`config.mk`:
```
export PLATFORM = sky130hd
export DESIGN_NAME = lownote_pitch_encoder
export DESIGN_NICKNAME = d
export VERILOG_FILES = /design/src/rtl/lnpe_pkg.sv /design/src/rtl/lnpe_scan_ctl.sv /design/src/rtl/lnpe_pitch_dp.sv /design/src/rtl/lownote_pitch_encoder.sv
export SDC_FILE = /design/constraint.sdc
export NUM_CORES = 1
export LEC_CHECK = 0
export ABC_AREA = 1
export BUFFER_PORTS_ARGS = -buffer_cell sky130_fd_sc_hd__buf_2
export CORE_MARGIN = 1.5
export CORE_UTILIZATION = 50
export CTS_CLUSTER_SIZE = 40
export DETAILED_ROUTE_END_ITERATION = 12
export PLACE_DENSITY = 0.73
export SYNTH_ARGS = -nofsm -noshare
export SYNTH_HDL_FRONTEND = slang
export SYNTH_SLANG_ARGS = --single-unit
```
`constraint.sdc`:
```
create_clock -name clk -period 1.2 [get_ports clk]
set_input_delay 0.24 -clock clk [delete_from_list [all_inputs] [get_ports clk]]
set_output_delay 0.24 -clock clk [all_outputs]
set_load 0.02 [all_outputs]
```
`src/rtl/lnpe_pkg.sv`:
```
package lnpe_pkg;
  // strobes issued by the scan control toward the pitch datapath
  typedef struct packed {
    logic clear;     // end of scan: counters back to zero
    logic tripLoad;  // accepted offset trip: counters back to zero, counting starts
    logic advance;   // step note/octave counters
    logic capture;   // lowest pressed key seen in this slot
    logic publish;   // end of scan: move result to outputs
    logic hit;       // a key was found somewhere in this scan
  } strobe_t;
endpackage

```
`src/rtl/lnpe_scan_ctl.sv`:
```
module lnpe_scan_ctl
  import lnpe_pkg::*;
#(
  parameter int NUM_KEYS = 49,
  parameter int LEAD     = 16,
  localparam int FRAME   = LEAD + NUM_KEYS,
  localparam int SLOT_W  = $clog2(FRAME)
) (
  input  logic              clk,
  input  logic              rstN,
  input  logic              keyBit,
  input  logic              offsetTrip,
  output logic [SLOT_W-1:0] scanSlot,
  output strobe_t           strb
);
  localparam logic [SLOT_W-1:0] LAST_S = SLOT_W'(FRAME - 1);
  localparam logic [SLOT_W-1:0] LEAD_S = SLOT_W'(LEAD);

  logic [SLOT_W-1:0] slot;
  logic tripUsed, running, found;
  logic isLast, inLead;

  always_comb begin
    isLast        = (slot == LAST_S);
    inLead        = (slot < LEAD_S);
    strb.clear    = isLast;
    strb.publish  = isLast;
    strb.tripLoad = !isLast && inLead && offsetTrip && !tripUsed;
    strb.advance  = !isLast && !strb.tripLoad && (running || !inLead);
    strb.capture  = !inLead && keyBit && !found;
    strb.hit      = found || strb.capture;
  end

  always_ff @(posedge clk) begin
    if (!rstN) begin
      slot     <= '0;
      tripUsed <= 1'b0;
      running  <= 1'b0;
      found    <= 1'b0;
    end else if (isLast) begin
      slot     <= '0;
      tripUsed <= 1'b0;
      running  <= 1'b0;
      found    <= 1'b0;
    end else begin
      slot     <= slot + SLOT_W'(1);
      tripUsed <= tripUsed | strb.tripLoad;
      running  <= running | strb.tripLoad;
      found    <= found | strb.capture;
    end
  end

  assign scanSlot = slot;
endmodule

```
`src/rtl/lnpe_pitch_dp.sv`:
```
module lnpe_pitch_dp
  import lnpe_pkg::*;
#(
  parameter int SEMIS  = 12,
  parameter int OCT_W  = 3,
  localparam int SEMI_W = $clog2(SEMIS)
) (
  input  logic              clk,
  input  logic              rstN,
  input  strobe_t           strb,
  output logic [SEMI_W-1:0] semiCode,
  output logic [OCT_W-1:0]  octWord,
  output logic              gate
);
  localparam logic [SEMI_W-1:0] SEMI_TOP = SEMI_W'(SEMIS - 1);
  localparam logic [OCT_W-1:0]  OCT_TOP  = '1;

  logic [SEMI_W-1:0] semiCnt, semiInc, pendSemi, semiQ;
  logic [OCT_W-1:0]  octCnt, octInc, pendOct, octQ;
  logic              gateQ, semiWrap;

  always_comb begin
    semiWrap = (semiCnt == SEMI_TOP);
    semiInc  = semiWrap ? '0 : semiCnt + SEMI_W'(1);
    // octave carries on note wrap, held at its top code
    octInc   = (semiWrap && octCnt != OCT_TOP) ? octCnt + OCT_W'(1) : octCnt;
  end

  always_ff @(posedge clk) begin
    if (!rstN) begin
      semiCnt  <= '0;
      octCnt   <= '0;
      pendSemi <= '0;
      pendOct  <= '0;
      semiQ    <= '0;
      octQ     <= '0;
      gateQ    <= 1'b0;
    end else begin
      if (strb.clear || strb.tripLoad) begin
        semiCnt <= '0;
        octCnt  <= '0;
      end else if (strb.advance) begin
        semiCnt <= semiInc;
        octCnt  <= octInc;
      end
      if (strb.capture) begin
        pendSemi <= semiCnt;
        pendOct  <= octCnt;
      end
      if (strb.publish) begin
        gateQ <= strb.hit;
        if (strb.hit) begin
          // a key found in the final slot has not reached the pending register yet
          semiQ <= strb.capture ? semiCnt : pendSemi;
          octQ  <= strb.capture ? octCnt  : pendOct;
        end
      end
    end
  end

  assign semiCode = semiQ;
  assign octWord  = octQ;
  assign gate     = gateQ;
endmodule

```
`src/rtl/lownote_pitch_encoder.sv`:
```
module lownote_pitch_encoder
  import lnpe_pkg::*;
#(
  parameter int NUM_KEYS = 49,
  parameter int LEAD     = 16,
  parameter int SEMIS    = 12,
  parameter int OCT_W    = 3,
  localparam int SLOT_W  = $clog2(LEAD + NUM_KEYS),
  localparam int SEMI_W  = $clog2(SEMIS)
) (
  input  logic              clk,
  input  logic              rstN,
  input  logic              keyBit,
  input  logic              offsetTrip,
  output logic [SLOT_W-1:0] scanSlot,
  output logic [SEMI_W-1:0] semiCode,
  output logic [OCT_W-1:0]  octWord,
  output logic              gate
);
  strobe_t strb;

  lnpe_scan_ctl #(.NUM_KEYS(NUM_KEYS), .LEAD(LEAD)) ctl_i (
    .clk(clk), .rstN(rstN), .keyBit(keyBit), .offsetTrip(offsetTrip),
    .scanSlot(scanSlot), .strb(strb)
  );

  lnpe_pitch_dp #(.SEMIS(SEMIS), .OCT_W(OCT_W)) dp_i (
    .clk(clk), .rstN(rstN), .strb(strb),
    .semiCode(semiCode), .octWord(octWord), .gate(gate)
  );
endmodule

```
[After elaboration in Yosys (flattened, before gate mapping)]
Cells that the tools add are included.
Word-level totals
  register bits: 32
Operators by class
  add/sub/neg operators: 3
  magnitude comparators: 1
  equal/unequal tests: 3
  mux-type cells: 3
  bitwise gates (word level): 4
  reductions and logical operators: 20
Operators by type and width (number)
  logical AND 1 bit: 8
  two-way mux 4 bit: 2
  adder 7 x 1 -> 7 bit, second input constant: 1
  equality test 7 bit, second input constant: 1
  less-than comparator 7 x 5 -> 1 bit, second input constant: 1
  logical NOT 1 bit: 5
  adder 4 x 1 -> 4 bit, second input constant: 1
  equality test 4 bit, second input constant: 1
  AND reduction 2 bit: 2
  OR reduction 2 bit: 2
  adder 3 x 1 -> 3 bit, second input constant: 1
  logical OR 1 bit: 3
  two-way mux 3 bit: 1
  inequality test 3 bit, second input constant: 1
  OR 1 bit: 3
  NOT 1 bit: 1

[Longest topological paths before layout]
Gate-level depths: netlist of the first run.
  depth after elaboration: 9
  gate-level depth with buffers: 10

[Cells and area by module]
From an unflattened synthesis of the first run, not the netlist that was laid out.
Unflattened totals
  cell total of the unflattened synthesis: 179
  area, all modules: 1380.1 µm²
Modules (own cells, without submodules)
  lnpe_pitch_dp: times used 1, cells each 114, area each 889.6 µm², sequential area each 440.4 µm²
  lnpe_scan_ctl: times used 1, cells each 65, area each 490.5 µm², sequential area each 200.2 µm²

[Least setup slack after synthesis of the first run]
Ideal clock, no wire load.
  path type: register to register
  start point: register ctl_i.slot[0], in the netlist ctl_i.scanSlot[0]
  end point: register dp_i.semiCnt[0]
  arrival time: 1.330 ns
  required time: 1.084 ns
  path slack: -0.246 ns
  cell stages (with the launch flop): 11
  path through: dfxtp_1 > inv_1 > ha_1 > nand2_1 > inv_1 > nand3_4 > nand2_1 > nor2_1 > nand2_1 > o21ai_0 > nor2_1
Between the ends
  longest elaborated chain between the ends: 8
  elaborated cells between the ends (all ways): 13
Ends and longest elaborated chain
  start, declared: RTL line lnpe_scan_ctl.sv:19  | logic [SLOT_W-1:0] slot;
  start signal, assigned: RTL line lnpe_scan_ctl.sv:46  | slot <= slot + SLOT_W'(1);
  parallel branches: the longest is 8 deep, another holds less-than comparator 7 x 5 -> 1 bit
  end signal, assigned: RTL line lnpe_pitch_dp.sv:43  | semiCnt <= semiInc;
  end, declared: RTL line lnpe_pitch_dp.sv:18  | logic [SEMI_W-1:0] semiCnt, semiInc, pendSemi, semiQ;
Several ways; the timed one is not identified.
A chain may end at the register's enable or synchronous reset.

[Final worst setup path of the first run]
  start point: register ctl_i.slot[0], in the netlist ctl_i.scanSlot[0]
  end point: register dp_i.semiCnt[1]
The elaborated chain is that of the path after synthesis.

==> impl_summary.md, run 1 <==
Die
During I/O placement, the number of pins put on the boundary was 19. Measured along the y axis, the die boundary spans 56.6 um. The floorplan die width is 56.6 um.

The total number of placement rows is 19. The region available for standard cell placement spans 2730 um^2. The effective utilization at floorplan is 52.6%.

The die covers 3210 um^2.

Cells and area
The final core utilization is 81.7%. The total of fill cells in the finished design is 146. The layout cell share with drive strength beyond 1 is 53.8%.

The layout net count is 255. The layout overhead on the synthesized area is 55.4%. The non-filler instance count after layout is 278.

The repair_antennas step left the layout with diodes totalling 0.

Global route
The via count of the first global-routing pass is 1,461. The highest-utilization routing layer at the global route stage is met2. The met2 usage in global routing is 42.0%. Entering global routing, the biggest net connects 14 pins. The total overflow reported by the global router is 0. The first global-routing pass estimated 6.25 mm of wire. The initial antenna violation count is 0. The overall fraction of global-route tracks in use is 25.2%. For this run, global-route usage on met1 was measured as 29.1%. Global routing consumed, on the met3 layer, 7.60% of the routing resources.

Power and ir drop
The worst-case IR drop observed on VDD is 0.00130 V. The analysis attributes to cell leakage a power of 0.999 nW. For this design the ratio of total power to cell area is 890 nW/um^2.

CTS
The number of H-tree branching levels is 2. The total clock buffers created by CTS is 5. The maximum buffer depth of the clock tree is 2. At the later pin of the worst-skew pair, clock insertion delay measures 0.34 ns. CTS saw 32 sinks. The clock-pin slew of the registers on the worst-case setup and hold paths is 0.10 ns. TritonCTS built the clock tree. CTS placed an instance of clkbuf_4 at the clock tree root.

Setup path
The maximum fanout along the worst path is 6. On the critical path, the stage with the largest delay is an instance of dfxtp_4. For the worst setup path, the data arrival time is 1.62 ns.

STA classifies the critical path endpoint as a flip-flop. The internal reg-to-reg setup slack is -0.16 ns. The critical register-to-register path endpoint is dp_i.semiCnt[1]. Among cell families on the critical path, the largest total delay comes from simple AND/OR/NAND/NOR gates. The critical setup path kind is flip-flop to flip-flop. The path depth of the worst reg2reg path is 9. The startpoint identified for the worst register-to-register timing path is ctl_i.scanSlot[0].

In this design, the stage delay of the slowest critical-path cell is 0.37 ns. The worst path buffer plus inverter count is 2. By instance count, the cell type seen most on the critical path is inv_2.

STA classifies the critical path startpoint as a flip-flop. Traced cell by cell, the critical path runs through inv_2 > ha_4 > nand2_2 > inv_2 > nand3_4 > nand2_4 > nor2_4 > o21ai_1 > a21oi_1. Data on the critical path is required at its endpoint by 1.46 ns.

Placed design
In this run the tool buffered the top-level ports with 18 buffer cells. Summed over all nets, the half-perimeter wirelength after detailed placement is 2.30 mm. Routability-driven placement finished with a final weighted congestion of 0.802. After detailed placement, the design holds a cell count of 258.

Route
For this block, the initial DRC count from the detailed router was 36. The routed wirelength normalized by instance count is 14.6 um. The routed layout has 1,461 vias.

After detailed routing, the number of vias per cell comes to 5.26. The first TritonRoute pass finished after 4 iterations. The total wirelength of the detailed-routed design is 4.05 mm. The remaining antenna violation count after routing is 0. For this run, design rule violations remaining after detail routing come to 0.

Timing
On the final layout, the worst clock skew is 0.0137 ns. In this run the tightest slew margin relative to its limit is 83.4%. The final sum of negative setup slack is -2.63 ns. Setup violations remaining at the end of the flow were counted as 33.

Of the available clock period, the critical path in the final layout requires 114%. The total count of max-transition violations in the final report was 0. The worst path setup slack after routing is -0.164 ns. For the pin with the worst max-slew slack, the measured transition is 0.249 ns.

Setup repair after global routing could not meet its margin everywhere. The final count of hold timing violations came to 0. The highest achievable clock rate is 0.733 GHz. The minimum clock period is 1.36 ns.

Status
The flow ran to the end, but the final reports show violations. The final reports fail on negative setup slack.

Min path
In this run the most critical hold path is launched from rstN. The endpoint of the worst hold-timing path is dp_i.semiCode[2]. In this run the worst hold path is classified as input pin to flip-flop. Along the worst hold path, the cell count comes to 3.

Synth
Yosys printed 0 warnings. The gate count of the mapped netlist is 189. In this run the cell area of the synthesized design comes to 1440 um^2. The synthesized area per cell is 7.61 um^2.

The portion of the post-synthesis area used by sequential elements is 44.6%. The synthesized design contains 32 register bits. Counting distinct cell types in the post-synthesis netlist gives 27. Counting every net in the synthesized netlist gives 198.

Run
The total of max-cap violations is 0.
-- cells by family after synthesis --
group | after synthesis | synth area share [%]
DFF | 32 | 44.6
xor gates and xnor gates | 1 | 0.609
buffers and inverters | 30 | 8.44
and+or+nand+nor | 94 | 30.7
adders and majority gates | 5 | 4.35
AOI/OAI and AO/OA | 27 | 11.3
-- repair_timing --
action,CTS,global route
buffers inserted,6,6
hold buffers,0,0
pin swaps,14,9
cloned,0,0
resized for setup,63,34
setup endpoints to repair,35,39
-- worst max-delay path by stage --
| stage | startpoint | end | slack, ns | cells after the start |
|---|---|---|---|---|
| 2_1_floorplan | ctl_i.scanSlot[1] | ctl_i.scanSlot[5] | -0.04 | 9 |
| 3_3_place_gp | ctl_i.scanSlot[1] | dp_i.octWord[2] | -0.1 | 8 |
| 3_5_place_dp | dp_i.semiCnt[1] | dp_i.octCnt[2] | -0.15 | 9 |
| 4_1_cts | ctl_i.scanSlot[1] | dp_i.semiCnt[1] | -0.10 | 9 |
| 5_1_grt | ctl_i.scanSlot[0] | dp_i.semiCnt[1] | -0.22 | 9 |
| 6_report | ctl_i.scanSlot[0] | dp_i.semiCnt[1] | -0.16 | 9 |
-- stage by stage --
stage | hold slack [ns] | area, um^2 | worst slack [ns] | power [mW]
after floorplan | 0.367 | 1510 | -0.0420 | 1.21
after global placement | 0.444 | 1790 | -0.0952 | 1.26
after detailed placement | 0.463 | 1790 | -0.150 | 1.27
after CTS | 0.236 | 2080 | -0.101 | 1.97
after global routing | 0.242 | 2230 | -0.220 | 2.07
final | 0.257 | 2230 | -0.164 | 1.99
-- tightest hold or removal path: cells and delay by family --
family	cells	cell delay, ns
buffers and inverters	1	0.18
AO/OA/AOI/OAI	1	0.10
AND/OR/NAND/NOR	1	0.05
-- synth_stat cells --
| library cell | n | area [um^2] |
|---|---|---|
| dfxtp_1 | 32 | 641 |
| o21ai_2 | 4 | 35.0 |
| a21oi_1 | 9 | 45.0 |
| a21oi_2 | 1 | 8.76 |
| nand4_1 | 5 | 31.3 |
| nand2_4 | 1 | 11.3 |
| nand2_1 | 28 | 105 |
| inv_1 | 27 | 101 |
| nand3_4 | 1 | 17.5 |
| xor2_1 | 1 | 8.76 |
| buf_2 | 1 | 5.00 |
| and2_1 | 4 | 25.0 |
| o21a_1 | 1 | 7.51 |
| nand3_1 | 5 | 25.0 |
| ha_1 | 5 | 62.6 |
| a21boi_0 | 1 | 7.51 |
| a31o_2 | 1 | 8.76 |
| nor2_4 | 1 | 11.3 |
| nand3_2 | 2 | 20.0 |
| nor3_1 | 3 | 15.0 |
| nor3b_1 | 2 | 15.0 |
| buf_6 | 1 | 11.3 |
| nor2_2 | 2 | 12.5 |
| nand2_2 | 1 | 6.26 |
| o21ai_0 | 10 | 50.1 |
| nor2_1 | 39 | 146 |
| clkbuf_1 | 1 | 3.75 |
-- where the power goes --
| part | internal [mW] | switching, mW | total, mW | leakage, nW |
|---|---|---|---|---|
| clock network | 0.287 | 0.384 | 0.670 | 0.0315 |
| registers | 1.07 | 0.0127 | 1.09 | 0.265 |
| logic | 0.103 | 0.127 | 0.231 | 0.702 |
| total | 1.46 | 0.524 | 1.99 | 0.999 |
-- registers in the layout (all words and copies together), names as in the netlist --
name and flops:
ctl_i.scanSlot 7, dp_i.pendSemi 4, dp_i.semiCnt 4, dp_i.semiCode 4, dp_i.octCnt 3, dp_i.octWord 3
dp_i.pendOct 3, ctl_i.found 1, ctl_i.running 1, ctl_i.tripUsed 1, dp_i.gate 1
-- cells in the final DEF (no fill, tap or decap), types with 2 or more instances in the layout --
cell type	count
nor3_2	3
dfxtp_4	4
nand2_4	8
inv_4	2
clkbuf_4	5
dfxtp_2	6
ha_4	2
nor2_1	28
inv_2	8
nand2_1	14
nand3_1	4
o21ai_2	4
ha_2	2
o21ai_1	9
and2_1	4
nand2_2	8
nor2_2	5
inv_1	17
dfxtp_1	22
buf_6	20
a21oi_1	5
nand3_4	3
a21oi_2	4
nor3b_2	2
nand4_1	5
buf_2	11
nor2_4	9
buf_4	21
-- area by class of cell --
cell class / instances / area [um^2] / share of cell area (%)
clock buffer: 7 / 55.1 / 2.46
timing repair buffer: 53 / 453 / 20.3
inverter: 27 / 106 / 4.76
multi-input combinational: 127 / 911 / 40.8
clock inverter: 1 / 7.51 / 0.336
sequential: 32 / 663 / 29.7
tap: 31 / 38.8 / 1.74
-- per-layer routing --
layer	wire length (um)	share of wire [%]
met5	0	0
met4	179	4.4
met3	134	3.3
met2	2030	50
met1	1710	42
No activity file was read; power rests on OpenSTA's default activity.
==> run 2: changes to the inputs <==
--- a/config.mk
+++ b/config.mk
@@ -8,10 +8,11 @@
 export ABC_AREA = 1
 export BUFFER_PORTS_ARGS = -buffer_cell sky130_fd_sc_hd__buf_2
 export CORE_MARGIN = 1.5
-export CORE_UTILIZATION = 50
+export CORE_UTILIZATION = 51
+export CTS_BUF_LIST = sky130_fd_sc_hd__clkbuf_4
 export CTS_CLUSTER_SIZE = 40
 export DETAILED_ROUTE_END_ITERATION = 12
-export PLACE_DENSITY = 0.73
+export PLACE_DENSITY = 0.75
 export SYNTH_ARGS = -nofsm -noshare
 export SYNTH_HDL_FRONTEND = slang
 export SYNTH_SLANG_ARGS = --single-unit
==> run 2 against run 1 <==
Against the previous run:
- the flow still finishes with violations (negative setup slack)
- combinational power about the same
- wire length down 5.4%
- largest power group unchanged
- global-route usage down 0.39 points
- via count down 0.27%
- largest cell class unchanged
==> impl_summary.md, run 2 (same netlist as run 1, synthesis figures left out) <==
Die
After floorplanning, the core was sized to cover 2710 um^2. The total number of placement rows is 19. From bottom edge to top edge, the die measures 56.1 um. Once the floorplan was initialized, standard cells occupied 53.0% of the core. The boundary pin count is 19. The floorplan step defined a die boundary enclosing 3150 um^2.

From left edge to right edge, the die measures 56.1 um.

Cells and area
Leaving out fill and tap cells, the most frequent cell in the layout is nor2_1. The layout cell share with drive strength beyond 1 is 54.1%. In the layout the commonest cells are nor2_1, buf_4, dfxtp_1, buf_6. The layout net count is 253. The non-filler instance count after layout is 275. Once layout is done, the placed cells without fillers occupy 2220 um^2. The layout overhead on the synthesized area is 54.1%. The final core utilization is 81.8%. The number of antenna diodes in the final layout is 0. The flip-flop count of the largest register, all copies and words added is 7.

Global route
The largest net degree at the start of global routing is 14. The overall fraction of global-route tracks in use is 24.8%. The via count of the first global-routing pass came to 1,497. The global-route wire length before repair is 6.14 mm. The total overflow reported by the global router is 0. The initial antenna violation count is 0.

Timing
Measured against its own limit, the worst slew margin works out to 82.6%. The highest achievable clock rate is 0.729 GHz. For the pin with the worst max-slew slack, the measured transition is 0.261 ns. The total of endpoints with negative setup slack in the final report is 34. The minimum clock period is 1.37 ns.

The total count of max-transition violations in the final report came to 0. After layout, the worst setup slack is -0.171 ns. The ratio of final minimum period to clock period is 114%.

The final count of hold timing violations is 0. Between clock sinks in the finished design, the worst skew comes to 0.00481 ns. Setup repair after global routing could not meet its margin everywhere.

Route
Before antenna repair, the detailed router went through 4 iterations. The routed wirelength normalized by instance count is 13.9 um. The total via count in the routed design is 1,457. For this run, design rule violations remaining after detail routing come to 0.

The total wirelength of the detailed-routed design is 3.83 mm. The per-cell via count in the routed design is 5.30. The first routing iteration left 60 violations. In this run the remaining antenna-violating nets after routing total 0.

CTS
The number of sinks on the clock net is 32. After clock tree synthesis, the clock-pin slew on the worst setup and hold paths is 0.10 ns. The total clock buffers created by CTS is 5. TritonCTS built the clock tree. The H-tree was split into 2 levels. The hold buffer count at cts is 0. The maximum buffer depth of the clock tree is 2. The clock insertion delay at the later pin of the skew report is 0.33 ns.

The root buffer cell is clkbuf_4.

Setup path
On the worst path, the slowest cell contributes a delay of 0.37 ns. At the worst endpoint, the required time is 1.45 ns. The endpoint class of the critical path is a flip-flop. The arrival time of data at the critical path endpoint is 1.62 ns. Of all nets on the critical path, the largest fanout is 6. Walking the worst path, the cells encountered are inv_4 > ha_4 > nand2_2 > inv_2 > nand3_4 > nand2_4 > nor2_4 > o21ai_1 > a21oi_1. The startpoint type of the worst setup path is a flip-flop.

The critical setup path kind is flip-flop to flip-flop. The cell type of the slowest stage on the worst timing path is dfxtp_4.

Min path
The worst min-delay path class is input pin to flip-flop.

Power and ir drop
The maximum vdd ir drop is 0.000995 V. The power per standard cell area is 848 nW/um^2. Sequential cells account for 58.0% of the total power. The net switching share of the total power is 26.5%. Combinational logic is responsible for 12.2% of the overall power. The internal power of the cells totals 1.38 mW. For this design the static power due to leakage is 0.989 nW. The clock network accounts for 29.8% of the total power. The net switching power is 497 uW.

Placed design
The final weighted congestion of routability-driven global placement is 0.840. Detailed placement ended at an HPWL of 2.30 mm. During placement, the flow inserted port buffers numbering 18. The setup slack at placement is -0.212 ns. The placed instances occupy a cell area of 1780 um^2. The number of cells in the design after placement is 257.

Run
Max-cap violations in this run came to 0.

Status
The final reports fail on negative setup slack. The run finished, with violations left.
-- run 2: cell count changes in the layout (fill, tap and decap cells not counted), moves of 2 or more --
cell,previous run,this run
inv_2,8,11
o21ai_2,4,2
a21oi_1,5,3
inv_1,17,15
buf_6,20,16
o21ai_4,0,2
clkinv_1,0,2
a21oi_2,4,6
dfxtp_2,6,8
-- run 2: critical path: cells and delay by family, from the launching register on --
family	cells	cell delay, ns
AOI/OAI and AO/OA	2	0.25
buffers and inverters	2	0.08
DFF	1	0.37
adders and majority gates	1	0.15
and+or+nand+nor	4	0.44
-- run 2: repair_timing --
| item | 4_1_cts | 5_1_grt |
|---|---|---|
| setup buffers | 7 | 4 |
| hold endpoints to repair | 0 | 0 |
| pin swaps | 19 | 6 |
| setup endpoints to repair | 33 | 38 |
| resized for setup | 46 | 51 |
| cloned | 0 | 0 |
-- run 2: cell type report --
class	count	area, um^2
Multi-Input combinational cell	127	931
Sequential cell	32	662
Fill cell	164	494
Timing Repair Buffer	51	435
Inverter	27	104
Tap cell	31	38.8
Clock buffer	5	37.5
Clock inverter	2	7.51
-- run 2: final timing paths --
kind	cells after the start	slack (ns)	end	startpoint
setup / recovery	9	-0.17	dp_i.semiCnt[1]	ctl_i.scanSlot[1]
hold / removal	3	0.26	ctl_i.tripUsed	offsetTrip
setup reg to reg	9	-0.17	dp_i.semiCnt[1]	ctl_i.scanSlot[1]
hold reg to reg	2	0.49	dp_i.gate	dp_i.gate
-- run 2: per-stage QoR --
stage	hold slack (ns)	total power [mW]	TNS (ns)
after floorplan	0.367	1.21	-0.307
after global placement	0.444	1.26	-1.05
after detailed placement	0.457	1.27	-1.82
after CTS	0.229	1.85	-1.03
after global routing	0.260	1.95	-4.79
final	0.261	1.88	-2.31
-- run 2: power by group through the flow --
stage	clock, mW	combinational (mW)	sequential [mW]
2_1_floorplan	0	0.0842	1.13
3_3_place_gp	0	0.149	1.11
3_5_place_dp	0	0.155	1.11
4_1_cts	0.566	0.195	1.09
5_1_grt	0.606	0.249	1.09
6_report	0.560	0.229	1.09
-- run 2: metal layers --
layer,vias up,GRT usage [%],routed length [um]
met4,0,12.9,91
met5,-,0,0
met3,11,7.44,185
met1,702,26.8,1550
met2,36,43.4,2010
li1,708,-,-
